<file path="src/rtl/rle_pkg.sv">
package rle_pkg;
  // Reason a pending entry leaves the tracker
  typedef enum logic [1:0] {
    EV_NONE   = 2'd0,
    EV_CHANGE = 2'd1,
    EV_SAT    = 2'd2,
    EV_FLUSH  = 2'd3
  } emit_ev_e;
endpackage

</file>
<file path="src/rtl/rle_run_tracker.sv">
module rle_run_tracker
  import rle_pkg::*;
#(
  parameter int DATA_W = 16,
  parameter int CNT_W  = 16
) (
  input  logic              clk_i,
  input  logic              rst_ni,
  input  logic              qual_i,
  input  logic [DATA_W-1:0] data_i,
  input  logic              flush_i,
  output emit_ev_e          ev_o,
  output logic              have_o,
  output logic [CNT_W-1:0]  cnt_o,
  output logic [DATA_W-1:0] val_o
);
  localparam logic [CNT_W-1:0] CNT_MAX = {CNT_W{1'b1}};
  localparam logic [CNT_W-1:0] CNT_ONE = {{(CNT_W-1){1'b0}}, 1'b1};

  logic              have_q;
  logic [CNT_W-1:0]  cnt_q;
  logic [DATA_W-1:0] val_q;
  logic              match, sat, bump, open;

  assign match = (data_i == val_q);
  assign sat   = (cnt_q == CNT_MAX);
  assign bump  = qual_i && !flush_i && have_q && match && !sat;
  assign open  = (qual_i || flush_i) && !bump;

  always_comb begin
    ev_o = EV_NONE;
    if (have_q) begin
      if (flush_i)                 ev_o = EV_FLUSH;
      else if (qual_i && !match)   ev_o = EV_CHANGE;
      else if (qual_i && sat)      ev_o = EV_SAT;
    end
  end

  always_ff @(posedge clk_i or negedge rst_ni) begin
    if (!rst_ni) begin
      have_q <= 1'b0;
      cnt_q  <= '0;
      val_q  <= '0;
    end else if (bump) begin
      cnt_q <= cnt_q + CNT_ONE;
    end else if (open) begin
      // flush without a sample leaves nothing pending
      have_q <= qual_i;
      cnt_q  <= qual_i ? CNT_ONE : '0;
      if (qual_i) val_q <= data_i;
    end
  end

  assign have_o = have_q;
  assign cnt_o  = cnt_q;
  assign val_o  = val_q;

  assert_skip_R5: assert property (@(posedge clk_i) disable iff (!rst_ni)
    (!qual_i && !flush_i) |=> ($stable(cnt_q) && $stable(val_q) && $stable(have_q)));

  assert_merge_R3: assert property (@(posedge clk_i) disable iff (!rst_ni)
    (qual_i && !flush_i && have_q && match && !sat) |=> (cnt_q == $past(cnt_q) + CNT_ONE));
endmodule

</file>
<file path="src/rtl/rle_entry_reg.sv">
module rle_entry_reg #(
  parameter int DATA_W = 16,
  parameter int CNT_W  = 16
) (
  input  logic                    clk_i,
  input  logic                    rst_ni,
  input  logic                    emit_i,
  input  logic [CNT_W-1:0]        cnt_i,
  input  logic [DATA_W-1:0]       val_i,
  output logic [CNT_W+DATA_W-1:0] entry_o,
  output logic                    valid_o
);
  always_ff @(posedge clk_i or negedge rst_ni) begin
    if (!rst_ni) begin
      entry_o <= '0;
      valid_o <= 1'b0;
    end else begin
      valid_o <= emit_i;
      if (emit_i) entry_o <= {cnt_i, val_i};
    end
  end

  assert_hold_R8: assert property (@(posedge clk_i) disable iff (!rst_ni)
    !emit_i |=> ($stable(entry_o) && !valid_o));
endmodule

</file>
<file path="src/rtl/rle_compressor.sv">
module rle_compressor
  import rle_pkg::*;
#(
  parameter int DATA_W = 16,
  parameter int CNT_W  = 16
) (
  input  logic                    clk_i,
  input  logic                    rst_ni,
  input  logic                    qual_i,
  input  logic [DATA_W-1:0]       data_i,
  input  logic                    flush_i,
  output logic [CNT_W+DATA_W-1:0] entry_o,
  output logic                    entry_valid_o
);
  localparam int               ENTRY_W = CNT_W + DATA_W;
  localparam logic [CNT_W-1:0] CNT_MAX = {CNT_W{1'b1}};

  emit_ev_e          ev;
  logic              run_have;
  logic [CNT_W-1:0]  run_cnt;
  logic [DATA_W-1:0] run_val;

  rle_run_tracker #(.DATA_W(DATA_W), .CNT_W(CNT_W)) u_track (
    .clk_i  (clk_i),
    .rst_ni (rst_ni),
    .qual_i (qual_i),
    .data_i (data_i),
    .flush_i(flush_i),
    .ev_o   (ev),
    .have_o (run_have),
    .cnt_o  (run_cnt),
    .val_o  (run_val)
  );

  rle_entry_reg #(.DATA_W(DATA_W), .CNT_W(CNT_W)) u_out (
    .clk_i  (clk_i),
    .rst_ni (rst_ni),
    .emit_i (ev != EV_NONE),
    .cnt_i  (run_cnt),
    .val_i  (run_val),
    .entry_o(entry_o),
    .valid_o(entry_valid_o)
  );

  assert_nonzero_R2: assert property (@(posedge clk_i) disable iff (!rst_ni)
    entry_valid_o |-> (entry_o[ENTRY_W-1:DATA_W] != '0));

  assert_change_R3: assert property (@(posedge clk_i) disable iff (!rst_ni)
    (qual_i && !flush_i && run_have && data_i != run_val)
    |=> (entry_valid_o && entry_o[DATA_W-1:0] == $past(run_val) && run_cnt == 1));

  assert_sat_R4: assert property (@(posedge clk_i) disable iff (!rst_ni)
    (qual_i && !flush_i && run_have && data_i == run_val && run_cnt == CNT_MAX)
    |=> (entry_valid_o && entry_o[ENTRY_W-1:DATA_W] == CNT_MAX && run_cnt == 1));

  assert_idle_R5: assert property (@(posedge clk_i) disable iff (!rst_ni)
    (!qual_i && !flush_i) |=> !entry_valid_o);

  assert_flush_R6: assert property (@(posedge clk_i) disable iff (!rst_ni)
    (flush_i && run_have) |=> (entry_valid_o && run_have == $past(qual_i)));

  assert_empty_R7: assert property (@(posedge clk_i) disable iff (!rst_ni)
    (flush_i && !run_have) |=> !entry_valid_o);
endmodule

</file>
<file path="config.mk">
export PLATFORM = sky130hd
export DESIGN_NAME = rle_compressor
export DESIGN_NICKNAME = d
export VERILOG_FILES = /design/src/rtl/rle_pkg.sv /design/src/rtl/rle_run_tracker.sv /design/src/rtl/rle_entry_reg.sv /design/src/rtl/rle_compressor.sv
export SDC_FILE = /design/constraint.sdc
export NUM_CORES = 1
export LEC_CHECK = 0
export BUFFER_PORTS_ARGS = -buffer_cell sky130_fd_sc_hd__buf_2
export CORE_AREA = 2 2 90 92
export DETAILED_ROUTE_END_ITERATION = 16
export DIE_AREA = 0 0 92 94
export GPL_ROUTABILITY_DRIVEN = 0
export HOLD_SLACK_MARGIN = 0.1
export PLACE_DENSITY_LB_ADDON = 0.15
export SYNTH_ARGS = -nofsm -noshare
export SYNTH_HDL_FRONTEND = slang
export SYNTH_SLANG_ARGS = --single-unit
</file>
<file path="constraint.sdc">
create_clock -name clk_i -period 3.2 [get_ports clk_i]
set_input_delay 0.16 -clock clk_i [delete_from_list [all_inputs] [get_ports clk_i]]
set_output_delay 0.16 -clock clk_i [all_outputs]
set_load 0.02 [all_outputs]
</file>
==> run metrics <==
status=completed; Worst Clk Skew=0.0115 ns; H-tree Lvls=3; DP Cell Count=432; Post-CTS Setup Bufs=0; CTS tree=built; clk buf depth=2; DRT iter0 DRCs=133; area of the multi-input gates=0.00153 mm2; Nets=382; clk root buf=clkbuf_8; fraction of the mapped netlist area in adder cells=0.375%; Vias/cell=5.31; drt wl/cell=15.3 um; fin. max-slew vios=0; TNS Setup=0 ns; Peak VDD IR=0.174 mV; Post-Syn Nets=317; final setup margin=0.651 ns; post-synthesis sequential area ratio=49.5%; post-route insts no fill=468; post-synthesis cell type count=32; initial antenna violation count=0; main flop type after synthesis=dfrtp_1; Synth warnings=0; register area=0.00165 mm2; largest net degree at the start of global routing=37; synthesis-stage register bit count=66; starting density of the core=43.9%; Leakage=1.85 nW; Final min period=2.55 ns; post-synth top area share=49.5%; grt ovf=0; post-place instance area=0.00362 mm2; combinational family with the most area after synthesis=simple AND/OR/NAND/NOR gates; antenna viol nets, final=0; dpl ws=0.736 ns; maxcap violations=0; total CTS buffers=9; # DRC=0; first-pass GRT wire length=11700 um; Synth area leaders=dfrtp_1 (49%), mux2_4 (13%), nand4_1 (5.6%); clock slew at reported path FFs=0.08 ns; ys async rst share=100%; global-route usage over all layers=17.5%; CTS sink cnt=66; RSZ-0062 raised after global routing=false; post-synth top area cell=dfrtp_1; First-pass DRT Iterations=4; post-synthesis compound-gate area fraction=6.22%; worst hold path type=in -> async; crit path DAT=2.77 ns; fraction of layout cells with a size suffix above 1=31.4%; Skew-Pair Late Insertion Delay=0.34 ns; CORE AREA=0.00761 mm2; type of origin of the critical path=primary input; I/O pin total=53; Syn Std Cell Area=0.00334 mm2; HPWL Detailed=4610 um; Synth Instances=296; Least-Margin Pin Slew=1.04 ns; port buffer count=52; diode count=0; Tot Pwr=2.03 mW; Fmax=392 MHz; final std cell area, no fill=0.00404 mm2; die area=0.00865 mm2; period utilization=79.7%; FP Rows=32; critical path class=in -> reg; final setup vio count=0; simple-gate area share of the yosys netlist=18.4%; Final Hold Viols=0; Avg Synthesized Cell Area=11.3 um2; chip height=94 um; crit path max fanout=16; power per cell area=503 mW/mm2; Area Overhead vs Synth=21.1%; Slew headroom=30.7%; Post-Route WL=7150 um; post-synthesis mux area share=16.4%; Post-Synth XOR/XNOR Area=4.46%; routed vias=2484; required time worst endpoint=3.43 ns; vias in the first global route=2307; number of synthesized flops with an enable pin=0; type of element capturing the critical path=register; Die W=92 um; Filler Cell Count=690; FF-to-FF path depth=5
-- worst max-delay path, stage by stage --
cell and delay (ns):
dlygate4sd3_1 0.54, buf_2 0.14, xnor2_1 0.16, nand4_1 0.17
nor4_4 0.37, a41o_1 0.81, mux2_2 0.41
-- layout make-up --
cell class,instances,share of cell area [%]
Tap cell,102,3.16
Inverter,4,0.372
Sequential cell,66,40.9
Clock buffer,10,3.16
Multi-Input combinational cell,203,37.9
Timing Repair Buffer,77,12.3
Clock inverter,6,2.20
-- state kept, by name, summed over array words and instances (netlist names) --
| signal | flops |
|---|---|
| u_out.entry_o | 32 |
| u_out.valid_o | 1 |
| u_track.cnt_o | 16 |
| u_track.have_o | 1 |
| u_track.val_o | 16 |
-- Yosys cell counts, types with 2 or more instances --
library cell and instances:
clkbuf_1 12, o21ai_0 5, mux2_2 10, or3_1 2
nand3_1 27, o211ai_1 12, mux2_4 29, xnor2_1 17
and3_1 4, nor2_1 14, nand2_1 29, dfrtp_1 66
inv_1 4, nand4b_1 2, and2_1 2, a22oi_1 9
buf_6 4, nor3_1 2, nand4_1 30, buf_2 4
-- timing repair --
item | 4_1_cts | 5_1_grt
hold buffers | 20 | 0
endpoints found under the hold margin | 48 | 0
resized for setup | 0 | 0
-- path summary, 6_finish.rpt --
path | start | to | slack [ns]
worst max-delay path | data_i[12] | u_track.val_o[4] | 0.65
worst min-delay path | rst_ni | u_out.entry_o[9] | 0.39
worst max register to register | u_track.val_o[5] | u_track.val_o[4] | 0.71
worst min register to register | u_out.entry_o[1] | u_out.entry_o[1] | 0.50
max in group asynchronous | rst_ni | u_track.cnt_o[12] | 1.88
min in group clk_i | u_out.entry_o[1] | u_out.entry_o[1] | 0.50
-- layer usage --
metal	share of wire (%)	GRT usage (%)
met5	0	0
met4	0.99	5.97
met3	4.2	4.41
met2	48	27.8
met1	47	23.5
-- logic make-up after synthesis --
group	Yosys count
adder cells (fa/ha/maj)	1
buffers and inverters	27
AO/OA/AOI/OAI	29
XOR/XNOR	17
AND/OR/NAND/NOR	117
multiplexers	39
flip-flops	66
-- stage by stage --
stage | hold slack, ns | util (%)
after detailed placement | 0.248 | 47.6
final | 0.387 | 53.1
after CTS | 0.406 | 53.1
after floorplan | -0.136 | -
after global placement | 0.249 | 47.6
after global routing | 0.452 | 53.1
-- power by group --
group / total (mW) / internal, mW / switching [mW]
combinational: 0.320 / 0.160 / 0.160
sequential: 0.938 / 0.895 / 0.0430
clock: 0.773 / 0.440 / 0.332
total: 2.03 / 1.50 / 0.535
-- cells in the final DEF, fill, tap and decap left out, types with 12 or more instances in the layout --
cell / n
nand4_1: 30
o211ai_1: 12
nand3_1: 27
nor2_1: 14
nand2_1: 29
buf_2: 52
dlygate4sd3_1: 20
dfrtp_1: 66
mux2_4: 29
xnor2_1: 17
Note: power is estimated with default switching activity, not from simulation.
